## config.mk

```make
export PLATFORM = sky130hd
export DESIGN_NAME = wpb_gen
export DESIGN_NICKNAME = d
export VERILOG_FILES = /design/src/rtl/wpb_pkg.sv /design/src/rtl/wpb_te_arb.sv /design/src/rtl/wpb_occ_cnt.sv /design/src/rtl/wpb_brk_hold.sv /design/src/rtl/wpb_gen.sv
export SDC_FILE = /design/constraint.sdc
export NUM_CORES = 1
export LEC_CHECK = 0
export CAP_MARGIN = 20
export CORE_MARGIN = 2
export CORE_UTILIZATION = 30
export CTS_BUF_LIST = sky130_fd_sc_hd__clkbuf_8
export DETAILED_ROUTE_END_ITERATION = 12
export GPL_TIMING_DRIVEN = 0
export SLEW_MARGIN = 20
export SYNTH_ARGS = -nofsm -noshare
export SYNTH_HDL_FRONTEND = slang
export SYNTH_SLANG_ARGS = --single-unit
```

## constraint.sdc

```tcl
create_clock -name clk -period 2.79 [get_ports clk]
set_input_delay 0.4185 -clock clk [delete_from_list [all_inputs] [get_ports clk]]
set_output_delay 0.4185 -clock clk [all_outputs]
set_load 0.05 [all_outputs]
```

## src/rtl/wpb_pkg.sv

```systemverilog
package wpb_pkg;
   // Source chosen for the trap enable register in a given cycle
   typedef enum logic [1:0] {
      TE_HOLD = 2'd0,
      TE_SW   = 2'd1,
      TE_SER  = 2'd2
   } te_src_e;
endpackage

```

## src/rtl/wpb_te_arb.sv

```systemverilog
module wpb_te_arb #(
   parameter int NUM_WP = 4
) (
   input  logic              clk,
   input  logic              rst_n,
   input  logic              sw_we,
   input  logic [NUM_WP-1:0] sw_data,
   input  logic              ser_we,
   input  logic [NUM_WP-1:0] ser_data,
   output logic [NUM_WP-1:0] te_q
);
   import wpb_pkg::*;

   te_src_e src;

   // Serial port outranks software on a same-cycle collision
   always_comb begin
      if (ser_we)     src = TE_SER;
      else if (sw_we) src = TE_SW;
      else            src = TE_HOLD;
   end

   always_ff @(posedge clk or negedge rst_n) begin
      if (!rst_n) begin
         te_q <= '0;
      end else begin
         case (src)
            TE_SER:  te_q <= ser_data;
            TE_SW:   te_q <= sw_data;
            default: te_q <= te_q;
         endcase
      end
   end
endmodule

```

## src/rtl/wpb_occ_cnt.sv

```systemverilog
module wpb_occ_cnt #(
   parameter int CNT_W = 8
) (
   input  logic             clk,
   input  logic             rst_n,
   input  logic             ld,
   input  logic [CNT_W-1:0] ld_val,
   input  logic             hit,
   output logic             fire
);
   localparam logic [CNT_W-1:0] ONE = CNT_W'(1);

   logic [CNT_W-1:0] cnt_q;
   logic [CNT_W-1:0] rld_q;
   logic             last;

   assign last = (cnt_q <= ONE);
   // A load in the same cycle hides the occurrence
   assign fire = hit & ~ld & last;

   always_ff @(posedge clk or negedge rst_n) begin
      if (!rst_n) begin
         cnt_q <= '0;
         rld_q <= '0;
      end else if (ld) begin
         cnt_q <= ld_val;
         rld_q <= ld_val;
      end else if (hit) begin
         cnt_q <= last ? rld_q : (cnt_q - ONE);
      end
   end
endmodule

```

## src/rtl/wpb_brk_hold.sv

```systemverilog
module wpb_brk_hold (
   input  logic clk,
   input  logic rst_n,
   input  logic set,
   input  logic ack,
   output logic req_q
);
   // New events win over an acknowledge in the same cycle
   always_ff @(posedge clk or negedge rst_n) begin
      if (!rst_n)   req_q <= 1'b0;
      else if (set) req_q <= 1'b1;
      else if (ack) req_q <= 1'b0;
   end
endmodule

```

## src/rtl/wpb_gen.sv

```systemverilog
module wpb_gen #(
   parameter int NUM_WP  = 4,
   parameter int CNT_W   = 8,
   parameter bit PIN_REG = 1'b1
) (
   input  logic              clk,
   input  logic              rst_n,
   input  logic [NUM_WP-1:0] wp_match_i,
   output logic [NUM_WP-1:0] wp_pin_o,
   input  logic              sw_te_we,
   input  logic [NUM_WP-1:0] sw_te_data,
   input  logic              ser_te_we,
   input  logic [NUM_WP-1:0] ser_te_data,
   input  logic [NUM_WP-1:0] cnt_we,
   input  logic [CNT_W-1:0]  cnt_data,
   input  logic              ext_brk_i,
   input  logic              brk_ack_i,
   output logic              brk_req_o
);
   localparam int MAX_WP = 32;

   if (NUM_WP < 1 || NUM_WP > MAX_WP) begin : g_bad_num
      $error("wpb_gen: NUM_WP out of range");
   end
   if (CNT_W < 1) begin : g_bad_cnt
      $error("wpb_gen: CNT_W must be at least 1");
   end

   logic [NUM_WP-1:0] te_q;
   logic [NUM_WP-1:0] hit;
   logic [NUM_WP-1:0] fire;
   logic              brk_set;

   wpb_te_arb #(.NUM_WP(NUM_WP)) u_te (
      .clk      (clk),
      .rst_n    (rst_n),
      .sw_we    (sw_te_we),
      .sw_data  (sw_te_data),
      .ser_we   (ser_te_we),
      .ser_data (ser_te_data),
      .te_q     (te_q)
   );

   assign hit = wp_match_i & te_q;

   for (genvar i = 0; i < NUM_WP; i++) begin : g_wp
      wpb_occ_cnt #(.CNT_W(CNT_W)) u_cnt (
         .clk    (clk),
         .rst_n  (rst_n),
         .ld     (cnt_we[i]),
         .ld_val (cnt_data),
         .hit    (hit[i]),
         .fire   (fire[i])
      );
   end

   assign brk_set = (|fire) | ext_brk_i;

   wpb_brk_hold u_brk (
      .clk   (clk),
      .rst_n (rst_n),
      .set   (brk_set),
      .ack   (brk_ack_i),
      .req_q (brk_req_o)
   );

   if (PIN_REG) begin : g_pin_reg
      always_ff @(posedge clk or negedge rst_n) begin
         if (!rst_n) wp_pin_o <= '0;
         else        wp_pin_o <= wp_match_i;
      end
   end else begin : g_pin_comb
      assign wp_pin_o = wp_match_i;
   end
endmodule

```

==> impl_metrics.json, run 1 <==
{
  "holdWs_ns": 0.0156,
  "post_route_cells_drive_above_1_share_pct": 12.4,
  "initial_utilization_pct": 30.7,
  "netlist_instances": 370,
  "routabilityCongestion": 0.872,
  "clock_skew_ns": 0.00651,
  "detail-route-antenna-nets": 0,
  "synth.net_count": 408,
  "clockRootBuffer": "sky130_fd_sc_hd__clkbuf_8",
  "timing.final.setup_violations": 0,
  "post-route-period-util_pct": 78.1,
  "min_path_type": "in -> async",
  "detailedRoute.firstPassIterationCount": 4,
  "rsz0062_at_grt": "false",
  "timing.max_cap.violations": 0,
  "fillerInstances": 1222,
  "max_transition_margin_pct": 47.2,
  "cp_top_family": "simple AND/OR/NAND/NOR gates",
  "postSynth.asyncResetShare_pct": 100,
  "worstPathArrival_ns": 2.40,
  "holdBufCountCts": 0,
  "route.detailed.wl_per_inst_um": 16.3,
  "critPathSlowestCell": "sky130_fd_sc_hd__nor4_4",
  "timing.critical_path.fanout_max": 8,
  "route.detailed.drc": 0,
  "grt_max_degree": 40,
  "area_of_the_core_mm2": 0.0126,
  "postSynth.topFlopCell": "sky130_fd_sc_hd__dfrtp_1",
  "layout.area.seq_mm2": 0.00183,
  "cts_htree_levels": 3,
  "finalHoldViolCount": 0,
  "pwr_density_mw_per_mm2": 618,
  "yosysWarnings": 0,
  "tightestPinTransition_ns": 0.785,
  "worstPathBufferInverterCount": 1,
  "syn_avg_cell_area_um2": 10.4,
  "synth_seq_area_share_pct": 47.4,
  "clkLatencyLatePin_ns": 0.35,
  "dpl_worst_slack_ns": 0.552,
  "chipHeight_um": 117,
  "areaGrowthSynthToFinish_pct": 21.4,
  "clock_pin_slew_on_the_worst_setup_and_hold_paths_ns": 0.08,
  "power_leakage_uw": 0.00193,
  "path_cells": "or4_1, buf_2, nor4_4, mux2i_1, o211ai_2",
  "groute.usage.overall_pct": 14.4,
  "drt_first_iter_violations": 221,
  "die_x_um": 117,
  "row_count": 41,
  "synth-edff-count": 0,
  "vias": 3068,
  "postLayoutCoreUtil_pct": 37.2,
  "grt_pass1_wl_um": 16000,
  "tritoncts.num_buffers": 9,
  "clock_sinks": 73,
  "crit_path_end_kind": "flip-flop",
  "place.detailed.hpwl_um": 6780,
  "worst_setup_margin_ns": 0.611,
  "synth_cell_type_count": 51,
  "post_cts_resized": 0,
  "detail_route.vias_per_cell": 5.18,
  "tritoncts_clock_tree": "done",
  "critPathKind": "reg -> reg",
  "cts_buffer_depth": 2,
  "outcome": "finished clean",
  "vdd.ir_drop.worst_mv": 0.210,
  "vias_in_the_first_global_route": 2999,
  "multi_input_comb_area_mm2": 0.00189,
  "timing.final.max_slew_violations": 0,
  "crit_path_start_kind": "flip-flop",
  "post_cts_buffers": 0,
  "fin_crit_ns": 2.18,
  "gr-total-overflow": 0,
  "die_area_mm2": 0.0138,
  "place.port_buffers": 33,
  "worst_path_largest_cell_delay_ns": 0.56,
  "grt_antenna_before_repair": 0,
  "num-nets-final": 453,
  "num_antenna_cells": 0,
  "achievable-frequency_mhz": 459,
  "required_ns": 3.01,
  "synth.cell_area_mm2": 0.00385,
  "drt_wl_total_um": 9640,
  "num_ports": 35,
  "synth.ff_latch_count": 73
}
## synthesized netlist by cell type, types with 2 or more instances
master,n,share of area (%)
sky130_fd_sc_hd__or4_1,2,0.39
sky130_fd_sc_hd__a22oi_1,20,3.9
sky130_fd_sc_hd__o21ai_1,4,0.52
sky130_fd_sc_hd__nor2_1,18,1.8
sky130_fd_sc_hd__nand2_1,15,1.5
sky130_fd_sc_hd__a211o_1,2,0.45
sky130_fd_sc_hd__dfrtp_1,73,47
sky130_fd_sc_hd__o211ai_1,2,0.39
sky130_fd_sc_hd__nor3_1,14,1.8
sky130_fd_sc_hd__a22o_1,2,0.45
sky130_fd_sc_hd__a21oi_1,12,1.6
sky130_fd_sc_hd__mux2i_1,21,5.5
sky130_fd_sc_hd__o21ai_0,30,3.9
sky130_fd_sc_hd__nor4_1,5,0.81
sky130_fd_sc_hd__mux2_2,26,7.6
sky130_fd_sc_hd__nor3b_1,3,0.58
sky130_fd_sc_hd__a211oi_1,2,0.39
sky130_fd_sc_hd__xor2_1,13,3.0
sky130_fd_sc_hd__ha_1,8,2.6
sky130_fd_sc_hd__nor2b_1,7,1.1
sky130_fd_sc_hd__or2_2,3,0.49
sky130_fd_sc_hd__and2_1,2,0.32
sky130_fd_sc_hd__clkbuf_1,11,1.1
sky130_fd_sc_hd__a311oi_1,2,0.45
sky130_fd_sc_hd__a31oi_1,2,0.32
sky130_fd_sc_hd__o31ai_1,10,1.9
sky130_fd_sc_hd__inv_1,23,2.2
sky130_fd_sc_hd__o31a_1,3,0.68
sky130_fd_sc_hd__a21boi_0,2,0.39
sky130_fd_sc_hd__nand3b_1,4,0.78
sky130_fd_sc_hd__nand3_1,5,0.65
sky130_fd_sc_hd__or3_1,5,0.81
## stage by stage
step | std cells | setup TNS, ns | cell area (um^2) | total power (uW)
floorplan | 370 | 0 | 3850 | 1630
global route | 592 | 0 | 4680 | 3040
finish | 592 | 0 | 4680 | 2890
global placement | 575 | -96.11 | 4400 | 1810
CTS | 592 | 0 | 4680 | 2910
detailed placement | 576 | 0 | 4420 | 1830
## flip-flops by register name (all words and copies together), names as in the netlist
signal            count
g_wp.u_cnt.cnt_q     32
g_wp.u_cnt.rld_q     32
u_te.te_q             4
wp_pin_o              4
u_brk.req_q           1
## per-layer routing
| layer | vias to the layer above | global-route usage [%] | part of all wire, % |
|---|---|---|---|
| li1 | 1457 | - | - |
| met4 | 0 | 4.37 | 1.6 |
| met1 | 1512 | 19.7 | 48 |
| met3 | 11 | 3.26 | 5.3 |
| met5 | - | 0 | 0 |
| met2 | 88 | 22.9 | 45 |
## power breakdown
| part | switching (uW) | internal [uW] | leakage (uW) | total, uW |
|---|---|---|---|---|
| sequential | 112 | 1170 | 0.000870 | 1280 |
| clock | 410 | 668 | 0.000129 | 1080 |
| combinational | 292 | 245 | 0.000930 | 537 |
| total | 814 | 2080 | 0.00193 | 2890 |
## cells in the final DEF (no fill, tap or decap), types with 3 or more instances in the layout
cell type	synthesis	layout
sky130_fd_sc_hd__clkdlybuf4s50_1	0	32
sky130_fd_sc_hd__inv_1	23	23
sky130_fd_sc_hd__clkbuf_8	0	12
sky130_fd_sc_hd__o31a_1	3	3
sky130_fd_sc_hd__or2_2	3	3
sky130_fd_sc_hd__o21ai_0	30	30
sky130_fd_sc_hd__dfrtp_1	73	73
sky130_fd_sc_hd__nor4_1	5	5
sky130_fd_sc_hd__mux2i_1	21	21
sky130_fd_sc_hd__bufinv_16	0	3
sky130_fd_sc_hd__or3_1	5	5
sky130_fd_sc_hd__nand3_1	5	5
sky130_fd_sc_hd__ha_1	8	8
sky130_fd_sc_hd__o31ai_1	10	10
sky130_fd_sc_hd__nor3_1	14	14
sky130_fd_sc_hd__clkbuf_1	11	11
sky130_fd_sc_hd__nor2b_1	7	7
sky130_fd_sc_hd__nor3b_1	3	3
sky130_fd_sc_hd__nand3b_1	4	4
sky130_fd_sc_hd__mux2_2	26	26
sky130_fd_sc_hd__xor2_1	13	13
sky130_fd_sc_hd__o21ai_1	4	4
sky130_fd_sc_hd__a22oi_1	20	20
sky130_fd_sc_hd__a21oi_1	12	12
sky130_fd_sc_hd__nor2_1	18	18
sky130_fd_sc_hd__nand2_1	15	15
## cell families (layout without fill, tap and decap cells)
kind of cell | count (synthesis) | count (layout) | synth area share [%]
fa+ha+maj | 8 | 8 | 2.60
compound gates | 103 | 103 | 17.6
xor+xnor | 13 | 13 | 2.95
buf+inv | 36 | 86 | 3.54
mux | 47 | 47 | 13.1
simple gates | 90 | 90 | 12.8
flops | 73 | 73 | 47.4
## worst register-to-register path, delay by kind of cell, from the launching register on
kind	cells	cell delay (ns)
buffers and inverters	1	0.17
multiplexers	1	0.29
flip-flops	1	0.43
AND/OR/NAND/NOR	2	1.08
AO/OA/AOI/OAI	1	0.09
## layout make-up
class / instances / area share, %
plain buffers: 13 / 1.07
clock buffers: 12 / 3.53
clock inverters: 4 / 2.09
inverters: 23 / 1.84
multi-input cells: 261 / 40.4
flip-flops and latches: 73 / 39.0
well taps: 172 / 4.60
repair buffers: 34 / 7.43
## final timing paths
| kind | start | to | slack, ns | cells after the start |
|---|---|---|---|---|
| hold reg to reg | g_wp[3].u_cnt.rld_q[3] | g_wp[3].u_cnt.rld_q[3] | 0.50 | 1 |
| max in group asynchronous | rst_n | g_wp[2].u_cnt.cnt_q[1] | 2.20 | 2 |
| min in group clk | g_wp[3].u_cnt.rld_q[3] | g_wp[3].u_cnt.rld_q[3] | 0.50 | 1 |
| hold / removal | rst_n | wp_pin_o[2] | 0.02 | 1 |
| setup reg to reg | g_wp[0].u_cnt.cnt_q[5] | g_wp[0].u_cnt.cnt_q[0] | 0.61 | 5 |
| setup / recovery | g_wp[0].u_cnt.cnt_q[5] | g_wp[0].u_cnt.cnt_q[0] | 0.61 | 5 |
No activity file was read; power rests on OpenSTA's default activity.
==> run 2: changes to the inputs <==
==> constraint.sdc (replaced) <==
create_clock -name clk -period 2.1 [get_ports clk]
set_input_delay 0.315 -clock clk [delete_from_list [all_inputs] [get_ports clk]]
set_output_delay 0.315 -clock clk [all_outputs]
set_load 0.05 [all_outputs]
==> run 2 against run 1 <==
- clock power is 32% higher
- die area stayed put
- global-route usage hardly changed
- routed wire length is 0.25% higher
- critical endpoint unchanged
- highest routed layer unchanged
==> impl_metrics.json, run 2 (synthesis results as in run 1) <==
{
  "outcome": "finished clean",
  "crit_path_end_kind": "flip-flop",
  "clock_pin_slew_on_the_worst_setup_and_hold_paths_ns": 0.08,
  "tritoncts.num_buffers": 9,
  "timing.final.setup_violations": 0,
  "power_leakage_uw": 0.00195,
  "layout_commonest_cell": "sky130_fd_sc_hd__dfrtp_1",
  "rsz0062_at_grt": "false",
  "cts_buffer_depth": 2,
  "clockRootBuffer": "sky130_fd_sc_hd__clkbuf_8",
  "clock_sinks": 73,
  "die_x_um": 117,
  "num_antenna_cells": 0,
  "routabilityCongestion": 0.872,
  "grt_max_degree": 40,
  "reg_top3": "g_wp.u_cnt.cnt_q (32), g_wp.u_cnt.rld_q (32)",
  "route.detailed.drc": 0,
  "grt_antenna_before_repair": 0,
  "area_of_the_core_mm2": 0.0126,
  "achievable-frequency_mhz": 498,
  "timing.critical_path.fanout_max": 5,
  "timing.final.max_slew_violations": 0,
  "row_count": 41,
  "num-nets-final": 456,
  "required_ns": 2.32,
  "post-route-period-util_pct": 95.6,
  "place.detailed.hpwl_um": 6780,
  "timing.max_cap.violations": 0,
  "detail_route.vias_per_cell": 5.15,
  "vdd.ir_drop.worst_mv": 0.280,
  "finalHoldViolCount": 0,
  "crit_path_start_kind": "flip-flop",
  "cts_htree_levels": 3,
  "vias_in_the_first_global_route": 3017,
  "worst_path_largest_cell_delay_ns": 0.52,
  "max_transition_margin_pct": 57.0,
  "worstPathBufferInverterCount": 2,
  "clock_skew_ns": 0.00670,
  "vias": 3065,
  "cp_top_family": "simple AND/OR/NAND/NOR gates",
  "place.port_buffers": 33,
  "tritoncts_clock_tree": "done",
  "die_area_mm2": 0.0138,
  "dpl_worst_slack_ns": -0.0647,
  "fin_crit_ns": 2.01,
  "post_route_cells_drive_above_1_share_pct": 13.2,
  "route.detailed.wl_per_inst_um": 16.2,
  "tightestPinTransition_ns": 0.640,
  "path_cells": "or4_1, buf_2, nor4_4, buf_4, mux2i_1, o211ai_2",
  "chipHeight_um": 117,
  "layout_common_cells": "73 x sky130_fd_sc_hd__dfrtp_1, 32 x sky130_fd_sc_hd__clkdlybuf4s50_1, 30 x sky130_fd_sc_hd__o21ai_0",
  "critPathKind": "reg -> reg",
  "min_path_type": "in -> async",
  "instances_no_fill": 595,
  "fillerInstances": 1221,
  "groute.usage.overall_pct": 14.5,
  "num_ports": 35,
  "worst_setup_margin_ns": 0.0931,
  "gr-total-overflow": 0,
  "drt_first_iter_violations": 194,
  "clkLatencyLatePin_ns": 0.35,
  "detail-route-antenna-nets": 0,
  "dpl.cell_count": 576,
  "initial_utilization_pct": 30.7,
  "grt_pass1_wl_um": 16000,
  "drt_wl_total_um": 9670,
  "detailedRoute.firstPassIterationCount": 4,
  "pwr_density_mw_per_mm2": 816,
  "areaGrowthSynthToFinish_pct": 22.5,
  "critPathSlowestCell": "sky130_fd_sc_hd__or4_1",
  "worstPathArrival_ns": 2.22
}
[run 2: changes by cell type in the layout (fill, tap and decap cells not counted)]
cell | before | now
sky130_fd_sc_hd__nor3_1 | 14 | 13
sky130_fd_sc_hd__nor4_2 | 0 | 1
sky130_fd_sc_hd__nor4_1 | 5 | 4
sky130_fd_sc_hd__buf_4 | 1 | 3
sky130_fd_sc_hd__nor3_4 | 0 | 1
sky130_fd_sc_hd__dlygate4sd3_1 | 0 | 1
[run 2: final cells by class]
cell class                      instances  area (um^2)  area share (%)
Buffer                                 13         50.0            1.06
Clock inverter                          4         97.6            2.07
Sequential cell                        73         1830            38.7
Inverter                               23         86.3            1.83
Tap cell                              172          215            4.56
Clock buffer                           12          165            3.50
Multi-Input combinational cell        261         1910            40.4
Timing Repair Buffer                   37          373            7.90
[run 2: power by group]
group          internal [uW]  switching (uW)
clock network            887             541
registers               1550             149
logic                    329             395
total                   2770            1080
[run 2: through the flow]
stage	hold slack, ns	setup TNS, ns	utilization [%]	total power, uW	area [um^2]
after floorplan	0.0194	0	-	2170	3850
after global placement	0.484	-139.05	35.0	2410	4400
after detailed placement	0.311	-0.332	35.1	2430	4420
after CTS	0.480	0	37.5	3880	4720
after global routing	0.507	0	37.6	4050	4720
final	0.464	0	37.6	3850	4720
[run 2: path summary, 6_finish.rpt]
| path | start | to | slack (ns) | depth (start not counted) |
|---|---|---|---|---|
| max | g_wp[0].u_cnt.cnt_q[5] | g_wp[0].u_cnt.cnt_q[0] | 0.09 | 6 |
| min | rst_n | wp_pin_o[2] | 0.46 | 2 |
| max reg2reg | g_wp[0].u_cnt.cnt_q[5] | g_wp[0].u_cnt.cnt_q[0] | 0.09 | 6 |
| min reg2reg | g_wp[3].u_cnt.rld_q[3] | g_wp[3].u_cnt.rld_q[3] | 0.50 | 1 |
| max in group asynchronous | rst_n | g_wp[3].u_cnt.rld_q[1] | 1.07 | 3 |
| min in group clk | wp_match_i[0] | wp_pin_o[0] | 0.50 | 1 |
[run 2: repair_timing]
action / 4_1_cts / 5_1_grt
endpoints found under the hold margin: 34 / 0
gates cloned: 0 / 0
setup buffers: 2 / 0
pin swaps: 1 / 0
setup endpoints to repair: 11 / 1
resized for setup: 2 / 1
hold buffers: 1 / 0
[run 2: worst reg2reg max path, cell delays in order (launching register included)]
cell,delay [ns]
sky130_fd_sc_hd__dfrtp_1,0.43
sky130_fd_sc_hd__or4_1,0.52
sky130_fd_sc_hd__buf_2,0.17
sky130_fd_sc_hd__nor4_4,0.28
sky130_fd_sc_hd__buf_4,0.19
sky130_fd_sc_hd__mux2i_1,0.21
sky130_fd_sc_hd__o211ai_2,0.09
[run 2: per-layer routing]
| layer | wire length [um] | track usage (%) |
|---|---|---|
| met5 | 0 | 0 |
| met4 | 163 | 4.37 |
| met3 | 484 | 3.21 |
| met2 | 4440 | 23.0 |
| met1 | 4580 | 19.8 |
==> run 3: changes to the inputs <==
--- a/config.mk
+++ b/config.mk
@@ -11,7 +11,9 @@
 export CTS_BUF_LIST = sky130_fd_sc_hd__clkbuf_8
 export DETAILED_ROUTE_END_ITERATION = 12
 export GPL_TIMING_DRIVEN = 0
+export SETUP_SLACK_MARGIN = 0.4
 export SLEW_MARGIN = 20
 export SYNTH_ARGS = -nofsm -noshare
 export SYNTH_HDL_FRONTEND = slang
 export SYNTH_SLANG_ARGS = --single-unit
+export TNS_END_PERCENT = 5
==> run 3 against run 2 <==
- die area unchanged
- first-iteration DRC count up 29%
- sequential power about the same
- combinational power up 8.3%
- maximum frequency up 6.0%
- global-route usage up 0.10 points
- critical path depth down 1
- total power down 6.2%
- flip-flop and latch count unchanged
- worst setup slack better by 0.11 ns
- non-clock buffer count up 8
==> impl_metrics.json, run 3 (synthesis results as in run 1) <==
{
  "critical_path.reg2reg.startpoint": "g_wp[1].u_cnt.cnt_q[3]",
  "detailed_route_wirelength_on_metal3_um": 433,
  "routabilityCongestion": 0.879,
  "place.detailed.hpwl_um": 6650,
  "critPathKind": "reg -> reg",
  "die_x_um": 117,
  "drt_first_iter_violations": 250,
  "dpl_cell_area_mm2": 0.00442,
  "pwr_density_mw_per_mm2": 755,
  "row_count": 41,
  "achievable-frequency_mhz": 528,
  "grt_pass1_wl_um": 16000,
  "max_transition_margin_pct": 58.4,
  "wl_met1_um": 4530,
  "reg_top3": "g_wp.u_cnt.cnt_q (32), g_wp.u_cnt.rld_q (32)",
  "layout_common_cells": "71 x sky130_fd_sc_hd__dfrtp_1, 32 x sky130_fd_sc_hd__clkdlybuf4s50_1, 29 x sky130_fd_sc_hd__o21ai_0",
  "crit_path_start_kind": "flip-flop",
  "vias_in_the_first_global_route": 3074,
  "num_antenna_cells": 0,
  "tritoncts.num_buffers": 9,
  "holdWs_ns": 0.404,
  "finalHoldViolCount": 0,
  "route.detailed.drc": 0,
  "timing.final.max_slew_violations": 0,
  "dpl_worst_slack_ns": -0.0809,
  "timing.critical_path.fanout_max": 5,
  "grt_max_degree": 55,
  "drt_wl_total_um": 9720,
  "vdd.ir_drop.worst_mv": 0.243,
  "die_area_mm2": 0.0138,
  "fin_crit_ns": 1.89,
  "chipHeight_um": 117,
  "rsz0062_at_grt": "true",
  "detail_route.vias_per_cell": 5.04,
  "worstPathArrival_ns": 2.12,
  "timing.rr.end": "g_wp[1].u_cnt.cnt_q[1]",
  "clock_pin_slew_on_the_worst_setup_and_hold_paths_ns": 0.09,
  "crit_path_end_kind": "flip-flop",
  "groute.usage.overall_pct": 14.6,
  "required_ns": 2.32,
  "area_of_the_core_mm2": 0.0126,
  "route.detailed.wl_per_inst_um": 16.1,
  "timing.final.setup_violations": 0,
  "post_route_cells_drive_above_1_share_pct": 17.2,
  "clockRootBuffer": "sky130_fd_sc_hd__clkbuf_8",
  "setup_slack_reg_to_reg_ns": 0.21,
  "num-nets-final": 464,
  "clock_sinks": 73,
  "dpl.cell_count": 576,
  "initial_utilization_pct": 30.7,
  "detailedRoute.firstPassIterationCount": 4,
  "gr-total-overflow": 0,
  "clock_skew_ns": 0.0140,
  "power_leakage_uw": 0.00198,
  "num_ports": 35,
  "tritoncts_clock_tree": "done",
  "cts_buffer_depth": 2,
  "place.port_buffers": 33,
  "tightestPinTransition_ns": 0.620,
  "outcome": "finished clean",
  "min_path_type": "in -> async",
  "grt_antenna_before_repair": 0,
  "worst_setup_margin_ns": 0.207,
  "vias": 3033,
  "timing.max_cap.violations": 0,
  "met2_length_um": 4590,
  "clkLatencyLatePin_ns": 0.35,
  "layout_commonest_cell": "sky130_fd_sc_hd__dfrtp_1",
  "cts_htree_levels": 3,
  "postLayoutCoreUtil_pct": 38.1,
  "instances_no_fill": 602,
  "ff2ff_path_depth": 5,
  "finalInstanceArea_mm2": 0.00479,
  "detail-route-antenna-nets": 0,
  "areaGrowthSynthToFinish_pct": 24.2,
  "post-route-period-util_pct": 90.1,
  "top_layer": "met4"
}
==> run 3: where the power goes <==
| part | internal (uW) | total (uW) | switching (uW) |
|---|---|---|---|
| Clock | 583 | 1130 | 550 |
| Combinational | 367 | 784 | 417 |
| Sequential | 1550 | 1700 | 143 |
| Total | 2500 | 3610 | 1110 |
==> run 3: cell type report <==
type | instances | area [um^2]
buffer | 13 | 63.8
clock buffer | 10 | 138
clock inverter | 5 | 62.6
fill | 1257 | 7780
inverter | 23 | 86.3
multi-input combinational | 261 | 1950
sequential | 73 | 1830
tap | 172 | 215
timing repair buffer | 45 | 440
==> run 3: timing repair <==
action | 4_1_cts | 5_1_grt
resized for setup | 8 | 16
pin swaps | 1 | 5
hold buffers | 1 | 0
endpoints found under the hold margin | 19 | 0
setup buffers | 7 | 3
endpoints found under the setup margin | 33 | 41
==> run 3: critical path: stages (launching register included) <==
cell and delay (ns):
sky130_fd_sc_hd__dfrtp_2 0.41, sky130_fd_sc_hd__or4_4 0.58, sky130_fd_sc_hd__or3_4 0.41, sky130_fd_sc_hd__buf_6 0.14, sky130_fd_sc_hd__o21ai_0 0.13, sky130_fd_sc_hd__o21ai_0 0.10
==> run 3: worst max path at each step <==
stage,startpoint,endpoint,cells after the start,slack (ns)
2_1_floorplan,g_wp[0].u_cnt.cnt_q[5],g_wp[0].u_cnt.cnt_q[0],5,0.15
3_3_place_gp,rst_n,g_wp[1].u_cnt.rld_q[5],1,-1.89
3_5_place_dp,g_wp[0].u_cnt.cnt_q[4],g_wp[0].u_cnt.cnt_q[0],5,-0.08
4_1_cts,g_wp[0].u_cnt.cnt_q[5],g_wp[0].u_cnt.cnt_q[0],6,0.18
5_1_grt,g_wp[1].u_cnt.cnt_q[3],g_wp[1].u_cnt.cnt_q[3],5,0.13
6_report,g_wp[1].u_cnt.cnt_q[3],g_wp[1].u_cnt.cnt_q[1],5,0.21
==> run 3: routing by layer <==
layer | vias to the layer above | GRT usage [%]
met4 | 0 | 4.67
met2 | 74 | 23.7
met5 | - | 0
li1 | 1467 | -
met3 | 14 | 3.40
met1 | 1478 | 19.2
==> run 3: stage by stage <==
stage	setup TNS [ns]	total power, uW
global route	0	3840
floorplan	0	2170
detailed placement	-0.300	2430
finish	0	3610
CTS	0	3630
global placement	-137.51	2410
